### src/rtl/sd_dp_pkg.sv
`timescale 1ns/1ps
package sd_dp_pkg;
  typedef enum logic [2:0] {
    ST_IDLE, ST_WAIT_S, ST_SEND, ST_BUSY, ST_WAIT_R
  } dp_state_e;

  typedef enum logic [1:0] {
    PH_START, PH_DATA, PH_CRC, PH_END
  } dp_phase_e;

  localparam int NUM_FLAGS = 3;
  localparam int FLAG_FIFO = 0;
  localparam int FLAG_CRC  = 1;
  localparam int FLAG_TMO  = 2;
  localparam int CRC_W     = 16;
  localparam logic [CRC_W-1:0] CRC_POLY = 16'h1021;
endpackage

### src/rtl/sd_crc16_ser.sv
`timescale 1ns/1ps
module sd_crc16_ser import sd_dp_pkg::*; (
  input  logic clk,
  input  logic rst_n,
  input  logic clr,
  input  logic upd,
  input  logic shift,
  input  logic din,
  output logic msb
);
  logic [CRC_W-1:0] crc_q;
  logic fb;

  assign fb  = crc_q[CRC_W-1] ^ din;
  assign msb = crc_q[CRC_W-1];

  always_ff @(posedge clk or negedge rst_n) begin
    if (!rst_n)     crc_q <= '0;
    else if (clr)   crc_q <= '0;
    else if (upd)   crc_q <= {crc_q[CRC_W-2:0], 1'b0} ^ ({CRC_W{fb}} & CRC_POLY);
    else if (shift) crc_q <= {crc_q[CRC_W-2:0], 1'b0};
  end
endmodule

### src/rtl/sd_dat_timer.sv
`timescale 1ns/1ps
module sd_dat_timer #(
  parameter int TMO_W = 16
) (
  input  logic             clk,
  input  logic             rst_n,
  input  logic             run,
  input  logic [TMO_W-1:0] limit,
  output logic             expired,
  output logic [TMO_W-1:0] cnt
);
  assign expired = run && (cnt == (limit - TMO_W'(1)));

  always_ff @(posedge clk or negedge rst_n) begin
    if (!rst_n)    cnt <= '0;
    else if (!run) cnt <= '0;
    else           cnt <= cnt + TMO_W'(1);
  end
endmodule

### src/rtl/sd_flag_bank.sv
`timescale 1ns/1ps
module sd_flag_bank #(
  parameter int N = 3
) (
  input  logic         clk,
  input  logic         rst_n,
  input  logic [N-1:0] set,
  input  logic [N-1:0] clr,
  output logic [N-1:0] q
);
  for (genvar i = 0; i < N; i++) begin : g_flag
    always_ff @(posedge clk or negedge rst_n) begin
      if (!rst_n)      q[i] <= 1'b0;
      else if (set[i]) q[i] <= 1'b1;
      else if (clr[i]) q[i] <= 1'b0;
    end
  end
endmodule

### src/rtl/sd_dat_ctrl.sv
`timescale 1ns/1ps
module sd_dat_ctrl import sd_dp_pkg::*; #(
  parameter int WORD_W     = 32,
  parameter int LEN_W      = 10,
  parameter int BLK_W      = 8,
  parameter int TMO_W      = 16,
  parameter int WAIT_S_CYC = 2
) (
  input  logic                 clk,
  input  logic                 rst_n,
  input  logic                 xfer_en,
  input  logic                 xfer_dir,
  input  logic                 stream_mode,
  input  logic [BLK_W-1:0]     blk_words,
  input  logic [LEN_W-1:0]     total_words,
  input  logic [TMO_W-1:0]     tmo_cycles,
  input  logic [WORD_W-1:0]    fifo_data,
  input  logic                 fifo_valid,
  output logic                 fifo_ready,
  input  logic                 crc_stat_valid,
  input  logic                 crc_stat_ok,
  input  logic                 d0_in,
  input  logic                 rx_end,
  input  logic [NUM_FLAGS-1:0] flag_clr,
  output logic                 dat_out,
  output logic [NUM_FLAGS-1:0] flags,
  output logic                 xfer_active
);
  localparam int CNT_W = ($clog2(WORD_W) > 4) ? $clog2(WORD_W) : 4;
  localparam int WS_W  = $clog2(WAIT_S_CYC + 1);
  localparam logic [CNT_W-1:0] LAST_BIT = CNT_W'(WORD_W - 1);
  localparam logic [CNT_W-1:0] LAST_CRC = CNT_W'(CRC_W - 1);
  localparam logic [WS_W-1:0]  LAST_WS  = WS_W'(WAIT_S_CYC - 1);

  dp_state_e           state_q;
  dp_phase_e           phase_q;
  logic [CNT_W-1:0]    bit_q;
  logic [WS_W-1:0]     ws_q;
  logic [LEN_W-1:0]    left_q, blk_left_q, blk_ext, first_blk;
  logic [BLK_W-1:0]    blk_cfg_q;
  logic [TMO_W-1:0]    tmo_q, tmr_cnt;
  logic [WORD_W-1:0]   shreg_q;
  logic                stream_q, en_q, ok_seen_q;
  logic                start_req, last_bit, more_words, underrun;
  logic                crc_neg, busy_release, rx_done, tmr_run, tmr_exp;
  logic                crc_clr, crc_upd, crc_shift, crc_msb;
  logic [NUM_FLAGS-1:0] flag_set;

  // Decode of the current state into events
  always_comb begin
    start_req    = (state_q == ST_IDLE) && xfer_en && !en_q;
    last_bit     = (bit_q == LAST_BIT);
    more_words   = stream_q ? ((left_q != '0) && xfer_en) : (blk_left_q != '0);
    fifo_ready   = (state_q == ST_SEND) &&
                   ((phase_q == PH_START) || ((phase_q == PH_DATA) && last_bit && more_words));
    underrun     = fifo_ready && !fifo_valid;
    crc_neg      = (state_q == ST_BUSY) && crc_stat_valid && !crc_stat_ok;
    busy_release = (state_q == ST_BUSY) && !crc_neg && d0_in &&
                   (ok_seen_q || (crc_stat_valid && crc_stat_ok));
    rx_done      = (state_q == ST_WAIT_R) && rx_end;
    tmr_run      = (state_q == ST_BUSY) || (state_q == ST_WAIT_R);
    flag_set[FLAG_FIFO] = underrun;
    flag_set[FLAG_CRC]  = crc_neg;
    flag_set[FLAG_TMO]  = tmr_exp && !crc_neg && !busy_release && !rx_done;
    blk_ext      = (blk_cfg_q == '0) ? LEN_W'(1) : LEN_W'(blk_cfg_q);
    first_blk    = (left_q < blk_ext) ? left_q : blk_ext;
    crc_clr      = (state_q == ST_SEND) && (phase_q == PH_START);
    crc_upd      = (state_q == ST_SEND) && (phase_q == PH_DATA);
    crc_shift    = (state_q == ST_SEND) && (phase_q == PH_CRC);
    xfer_active  = (state_q != ST_IDLE);
  end

  // Line level for each state and token phase
  always_comb begin
    dat_out = 1'b1;
    if (state_q == ST_SEND) begin
      case (phase_q)
        PH_START: dat_out = 1'b0;
        PH_DATA:  dat_out = shreg_q[WORD_W-1];
        PH_CRC:   dat_out = crc_msb;
        default:  dat_out = 1'b1;
      endcase
    end
  end

  always_ff @(posedge clk or negedge rst_n) begin
    if (!rst_n) begin
      state_q    <= ST_IDLE;
      phase_q    <= PH_START;
      bit_q      <= '0;
      ws_q       <= '0;
      left_q     <= '0;
      blk_left_q <= '0;
      blk_cfg_q  <= '0;
      tmo_q      <= '0;
      shreg_q    <= '0;
      stream_q   <= 1'b0;
      en_q       <= 1'b0;
      ok_seen_q  <= 1'b0;
    end else begin
      en_q <= xfer_en;
      unique case (state_q)
        ST_IDLE: if (start_req) begin
          stream_q  <= stream_mode;
          blk_cfg_q <= blk_words;
          left_q    <= total_words;
          tmo_q     <= tmo_cycles;
          ws_q      <= '0;
          state_q   <= xfer_dir ? ST_WAIT_R : ST_WAIT_S;
        end
        ST_WAIT_S: begin
          if (left_q == '0) state_q <= ST_IDLE;
          else if (ws_q == LAST_WS) begin
            state_q    <= ST_SEND;
            phase_q    <= PH_START;
            blk_left_q <= first_blk;
          end else ws_q <= ws_q + WS_W'(1);
        end
        ST_SEND: begin
          if (underrun) state_q <= ST_IDLE;
          else begin
            unique case (phase_q)
              PH_START: begin
                shreg_q    <= fifo_data;
                left_q     <= left_q - LEN_W'(1);
                blk_left_q <= blk_left_q - LEN_W'(1);
                bit_q      <= '0;
                phase_q    <= PH_DATA;
              end
              PH_DATA: begin
                if (!last_bit) begin
                  shreg_q <= shreg_q << 1;
                  bit_q   <= bit_q + CNT_W'(1);
                end else if (more_words) begin
                  shreg_q    <= fifo_data;
                  left_q     <= left_q - LEN_W'(1);
                  blk_left_q <= blk_left_q - LEN_W'(1);
                  bit_q      <= '0;
                end else begin
                  bit_q   <= '0;
                  phase_q <= stream_q ? PH_END : PH_CRC;
                end
              end
              PH_CRC: begin
                bit_q <= bit_q + CNT_W'(1);
                if (bit_q == LAST_CRC) phase_q <= PH_END;
              end
              default: begin
                phase_q   <= PH_START;
                ok_seen_q <= 1'b0;
                state_q   <= stream_q ? ST_IDLE : ST_BUSY;
              end
            endcase
          end
        end
        ST_BUSY: begin
          if (crc_stat_valid && crc_stat_ok) ok_seen_q <= 1'b1;
          if (crc_neg) state_q <= ST_IDLE;
          else if (busy_release) begin
            state_q <= ST_WAIT_S;
            ws_q    <= '0;
          end else if (tmr_exp) state_q <= ST_IDLE;
        end
        ST_WAIT_R: if (rx_done || tmr_exp) state_q <= ST_IDLE;
        default: state_q <= ST_IDLE;
      endcase
    end
  end

  sd_crc16_ser u_crc (
    .clk(clk), .rst_n(rst_n), .clr(crc_clr), .upd(crc_upd),
    .shift(crc_shift), .din(shreg_q[WORD_W-1]), .msb(crc_msb)
  );

  sd_dat_timer #(.TMO_W(TMO_W)) u_tmr (
    .clk(clk), .rst_n(rst_n), .run(tmr_run), .limit(tmo_q),
    .expired(tmr_exp), .cnt(tmr_cnt)
  );

  sd_flag_bank #(.N(NUM_FLAGS)) u_flags (
    .clk(clk), .rst_n(rst_n), .set(flag_set), .clr(flag_clr), .q(flags)
  );
endmodule

### config.mk
export PLATFORM = sky130hd
export DESIGN_NAME = sd_dat_ctrl
export DESIGN_NICKNAME = d
export VERILOG_FILES = /design/src/rtl/sd_dp_pkg.sv /design/src/rtl/sd_crc16_ser.sv /design/src/rtl/sd_dat_timer.sv /design/src/rtl/sd_flag_bank.sv /design/src/rtl/sd_dat_ctrl.sv
export SDC_FILE = /design/constraint.sdc
export NUM_CORES = 1
export LEC_CHECK = 0
export ABC_AREA = 0
export CAP_MARGIN = 40
export CORE_ASPECT_RATIO = 0.5
export CORE_MARGIN = 1.5
export CORE_UTILIZATION = 57
export CTS_BUF_LIST = sky130_fd_sc_hd__clkbuf_16
export DETAILED_ROUTE_END_ITERATION = 7
export HOLD_SLACK_MARGIN = 0.02
export PLACE_DENSITY_LB_ADDON = 0.05
export SETUP_SLACK_MARGIN = 0.15
export SLEW_MARGIN = 10
export SYNTH_ARGS = -nofsm -noshare
export SYNTH_HDL_FRONTEND = slang
export SYNTH_SLANG_ARGS = --single-unit
### constraint.sdc
create_clock -name clk -period 3.7 [get_ports clk]
set_clock_uncertainty 0.2 [all_clocks]
set_input_delay 0.74 -clock clk [delete_from_list [all_inputs] [get_ports clk]]
set_output_delay 0.74 -clock clk [all_outputs]
set_load 0.01 [all_outputs]
Yosys cells after proc, flatten, opt, wreduce, memory -nomap -nowiden
Index checks and enable logic that the tools add are counted.

operators by class
  add/subtract/negate cells = 6
  magnitude comparators = 1
  equality and inequality tests = 29
  multiplexer cells = 64
  bitwise operators = 3
  reduce and logical (&&, ||, !) cells = 58

operator list
  kind                   number
  $mux 10                10
  $pmux 10 s2            4
  $mux 16                4
  $mux 32                2
  $pmux 32 s2            1
  $mux 3                 10
  $mux 2                 12
  $logic_and 1x1->1      21
  $reduce_bool 10->1     2
  $sub 10x1->10 const B  2
  $ne 3x3->1 const B     6
  $add 16x1->16 const B  1
  $eq 16x16->1           1
  $ne 2x2->1 const B     8
  $sub 16x1->16 const B  1
  $xor 16x13->16         1
  $pmux 3 s5             1
  $pmux 5 s3             1
  $reduce_and 7->1       2
  $reduce_bool 2->1      7
  $mux 1                 12
  $pmux 2 s3             2
  $reduce_and 6->1       2
  $reduce_bool 3->1      4
  other kinds (32)       44

storage, ports and cells
  bits in registers = 126
  input port bits = 79
  output and inout bits = 6
  word-level logic and storage cells = 178

Logic depth before layout (Yosys ltp)
  word-level depth = 11
  gate-level depth with buffers = 11
  depth with buffers taken out = 9

Cells and area by module
A second synthesis with hierarchy kept.

unflattened totals
  cells, all modules = 755
  area, all modules = 7234.4 µm²

by module, submodules not included
  module        instances  cells each  area each (µm²)  seq. area each (µm²)
  sd_dat_ctrl   1          529         5118.7           2277.2
  sd_dat_timer  1          147         1320.0           400.4
  sd_crc16_ser  1          70          686.9            400.4
  sd_flag_bank  1          9           108.9            75.1

Worst setup path before layout
OpenSTA, ideal clock, no wires.

  path kind = reg2reg
  from = register tmo_q[0]
  to = register state_q[2]
  setup time = 0.121 ns
  arrival time = 2.498 ns
  data required time = 3.379 ns
  slack = 0.881 ns
  stages on the path, launching flop included = 10
  path buffers = 1
  clock period less this slack = 2.819 ns
  cell sequence = dfrtp_1 > inv_1 > ha_1 > or4b_1 > clkbuf_1 > o21a_1 > or4_1 > nor4_2 > nand3_1 > a32o_2

between the ends
  longest elaborated chain between the ends = 6
  elaborated cells on any way between the ends = 7
  those cells by class = 1 x add/sub; 3 x eq/ne; 3 x reduce/logical

ends and longest elaborated chain
  item                                 RTL line            RTL
  start: declaration                   sd_dat_ctrl.sv:41   logic [TMO_W-1:0] tmo_q, tmr_cnt;
  start signal: assignment             sd_dat_ctrl.sv:107  tmo_q <= tmo_cycles;
  $sub 16x1->16 *                      sd_dat_timer.sv:12  assign expired = run && (cnt == (limit - TMO_W'(1)));
  $eq 16x16->1 *                       sd_dat_timer.sv:12
  $logic_and 1x1->1 *                  sd_dat_timer.sv:12
  $logic_or 1x1->1                     sd_dat_ctrl.sv:164  ST_WAIT_R: if (rx_done || tmr_exp) state_q <= ST_IDLE;
  $ne 2x1->1 (no source line)          n/a
  $reduce_and 5->1 (no source line) *  n/a
  end signal: assignment               sd_dat_ctrl.sv:109  state_q <= xfer_dir ? ST_WAIT_R : ST_WAIT_S;
  end signal: assignment               sd_dat_ctrl.sv:151  state_q <= stream_q ? ST_IDLE : ST_BUSY;
  end: declaration                     sd_dat_ctrl.sv:35   dp_state_e state_q;

Every way passes the cells marked *; elsewhere a longest branch is shown, timed or not.
A chain may end at the register's enable or synchronous reset.

Worst setup path after layout
  from = register left_q[1]
  to = output port fifo_ready

between the ends
  longest elaborated chain between the ends = 6

ends and longest elaborated chain
  item                      RTL line            RTL
  start: declaration        sd_dat_ctrl.sv:39   logic [LEN_W-1:0] left_q, blk_left_q, blk_ext, first_blk;
  start signal: assignment  sd_dat_ctrl.sv:106  left_q <= total_words;
  start signal: assignment  sd_dat_ctrl.sv:125  left_q <= left_q - LEN_W'(1);
  start signal: assignment  sd_dat_ctrl.sv:136  left_q <= left_q - LEN_W'(1);
  $reduce_bool 10->1        sd_dat_ctrl.sv:53   more_words = stream_q ? ((left_q != '0) && xfer_en) : (blk_left_q != '0);
  $logic_and 1x1->1         sd_dat_ctrl.sv:53
  $mux 1                    sd_dat_ctrl.sv:53
  $logic_and 1x1->1         sd_dat_ctrl.sv:55   ((phase_q == PH_START) || ((phase_q == PH_DATA) && last_bit && more_words));
  $logic_or 1x1->1          sd_dat_ctrl.sv:55
  $logic_and 1x1->1         sd_dat_ctrl.sv:54   fifo_ready = (state_q == ST_SEND) &&
  end: declaration          sd_dat_ctrl.sv:19   output logic fifo_ready,

Every way passes these cells.

==> flow_metrics.py <==
metrics = {
    "setup_path": {
        "crit_path_max_fanout": 5,
        "r2r_setup_slack_ns": 0.44,
        "rr_endpoint": "state_q[1]",
        "cp_data_arrival_time_ns": 2.53,
        "worstSetupStartpointType": "register",
        "cp.required_ns": 2.76,
        "worstSetupEndpoint": "fifo_ready",
        "endpoint_kind": "output port",
        "crit_type": "reg2out",
        "reg2reg_from": "tmo_q[0]",
        "r2r_cells": 9,
        "startpoint": "left_q[1]",
    },
    "timing": {
        "slew_headroom": 0.559,
        "finalSetupViolations": 0,
        "hold_viol": 0,
        "layout_min_cycle_time_ns": 3.47,
        "timing.final.crit_share": 0.939,
        "worst_slew_pin_slew_ns": 0.661,
        "drv_slew": 0,
        "tns_ns": 0,
        "rsz0062_at_grt": "false",
        "fmax_mhz": 288,
    },
    "grt": {
        "use_met2": 0.460,
        "grt_max_degree": 58,
        "gr-usage-met1": 0.349,
        "antenna_found_initial": 0,
        "grt_busiest_layer": "met2",
        "grt_first_pass_wirelength_um": 27900,
        "grt_usage": 0.269,
        "grt_overflow_total": 0,
        "grt_pass1_vias": 5846,
        "gr-usage-met3": 0.0540,
    },
    "floorplanning": {
        "chipHeight_um": 81.8,
        "coreArea_mm2": 0.0119,
        "fp.dieW_um": 161,
        "io_pins": 85,
        "die_area_mm2": 0.0131,
        "rows": 28,
        "initial_utilization": 0.592,
    },
    "logic_synthesis": {
        "synth-edff-count": 0,
        "synth_top_area_cell": "dfrtp_1",
        "synth_sequential_area_ratio": 0.445,
        "synthesis.area_mm2": 0.00708,
        "syn_nets": 897,
        "synth_warnings": 0,
        "async_reset_ff_frac": 1.00,
        "synthTopCellsByArea": "dfrtp_1, nand2_1, mux2i_1",
        "synth_flop_cell": "dfrtp_1",
        "yosysUniqueCellTypes": 72,
        "synth_top_area_share": 0.445,
        "syn_area_per_cell_um2": 8.86,
        "ys_ff_latch": 126,
        "netlist_instances": 799,
    },
    "detailed_routing": {
        "dr.pass1.iters": 5,
        "finalWirelength_um": 16400,
        "drc": 0,
        "post_drt_wl_per_cell_um": 15.6,
        "vias": 6037,
        "ant_nets": 0,
        "dr.first_iter.drc_count": 428,
        "via_per_inst": 5.73,
    },
    "finish": {
        "layout.nets": 974,
        "seq_area_mm2": 0.00315,
        "drive_gt1_frac": 0.0832,
        "fin_area_mm2": 0.00874,
        "final_common_cell": "nand2_1",
        "n_antenna_cell": 0,
        "multi_input_area_mm2": 0.00364,
        "nFillCells": 904,
        "area_growth_pct": 23.5,
        "final_cell_mix": "nand2_1, dfrtp_1, clkdlybuf4s50_1",
    },
    "outcome": {
        "outcome": "complete, no violations",
    },
    "power": {
        "power.leakage_nw": 3.98,
        "powerDensity_mw_per_mm2": 730,
        "internal_power_mw": 3.91,
        "p_seq_frac": 0.352,
        "p_comb_frac": 0.381,
        "peakVddDrop_uv": 329,
        "power_switching_mw": 2.47,
        "p_sw_frac": 0.387,
        "pwr-share-clk": 0.267,
    },
    "placement": {
        "port_buffers": 84,
        "dp_hpwl_um": 11100,
        "post_dp_cell_area_mm2": 0.00810,
        "place.gp.congestion": 0.825,
    },
    "clock_tree": {
        "h-tree-depth": 4,
        "clkSlewWorstSetupHoldPaths_ns": 0.07,
        "cts_root_buffer": "clkbuf_16",
        "hold_buffers": 0,
        "clock_latency_ns": 0.42,
        "numClockSinks": 126,
        "numCtsBuffers": 17,
        "clk_path_buf_depth": 2,
        "cts_tree": "built",
    },
    "min_path": {
        "hold_class": "in2async",
    },
    "job": {
        "max_cap_viol_count": 0,
    },
}
## logic make-up (layout without fill, tap and decap cells)
group,Yosys count,after routing,share of synthesized area
mux,40,40,0.0573
compound gates,195,195,0.168
fa+ha+maj,19,19,0.0336
simple gates,302,302,0.205
buf+inv,81,171,0.0465
flops,126,126,0.445
xor+xnor,36,36,0.0445
## how the worst min path moves through the flow
stage | end | start | slack [ns]
after floorplan | bit_q[0] | rst_n | 0.24
after global placement | u_crc.crc_q[0] | u_crc.crc_q[0] | 0.26
after detailed placement | u_crc.crc_q[0] | u_crc.crc_q[0] | 0.27
after CTS | tmo_q[4] | rst_n | 0.15
after global routing | tmo_q[4] | rst_n | 0.19
final | tmo_q[1] | rst_n | 0.14
## cells in the mapped netlist (10+ instances only)
master,count
nor4_1,10
a21oi_1,28
xnor2_1,19
nand2b_1,18
xor2_1,17
clkbuf_1,35
ha_1,19
dfrtp_1,126
nand2_1,130
nor2_1,58
nor3_1,21
inv_1,36
nand3_1,10
o21ai_1,46
mux2i_1,36
o21ai_0,54
## state kept, by name, summed over array words and instances, names as in the netlist
name and cells:
blk_cfg_q 8, blk_left_q 10, left_q 10, state_q 3, u_tmr.cnt 16, u_crc.crc_q 16, tmo_q 16, stream_q 1
bit_q 5, phase_q 2, u_flags.q 3, ws_q 2, ok_seen_q 1, en_q 1, shreg_q 32
## critical path: stages, from the launching register on
cell	delay, ns
dfrtp_1	0.41
inv_2	0.09
ha_4	0.15
or4b_4	0.50
nor4_2	0.27
nor3b_1	0.08
buf_4	0.15
a21oi_4	0.13
nor2_1	0.05
dlygate4sd2_1	0.28
## timing repair
| item | in CTS | in global routing |
|---|---|---|
| gates resized for setup | 6 | 2 |
| pin swaps | 2 | 0 |
| setup buffers | 1 | 1 |
| endpoints found under the setup margin | 1 | 1 |
## layer usage
layer	wire length, um	vias to the layer above
met5	0	-
met2	7830	160
met4	220	0
met1	7530	2897
met3	843	24
li1	-	2956
## power by group through the flow
stage	Combinational, mW	Sequential, mW	Clock (mW)
4_1_cts	2.42	2.24	1.72
2_1_floorplan	1.81	2.11	0
3_5_place_dp	2.37	2.24	0
3_3_place_gp	2.29	2.23	0
5_1_grt	2.75	2.32	1.78
6_report	2.43	2.25	1.71
## final cells by class
class | instances | area share
clock buffers | 17 | 0.0487
clock inverters | 15 | 0.0198
inverters | 36 | 0.0155
multi-input cells | 592 | 0.417
flip-flops and latches | 126 | 0.361
well taps | 165 | 0.0236
repair buffers | 103 | 0.115
## per-stage QoR
step / setup slack, ns / power, mW / instances / hold slack (ns) / utilization
finish: 0.226 / 6.38 / 1054 / 0.137 / 0.732
global route: 0.154 / 6.84 / 1054 / 0.191 / 0.732
floorplan: 0.881 / 3.92 / 799 / 0.244 / -
global placement: 0.224 / 4.52 / 1020 / 0.263 / 0.678
detailed placement: 0.147 / 4.61 / 1020 / 0.271 / 0.678
CTS: 0.171 / 6.38 / 1053 / 0.153 / 0.731
No activity file was read; power rests on OpenSTA's default activity.
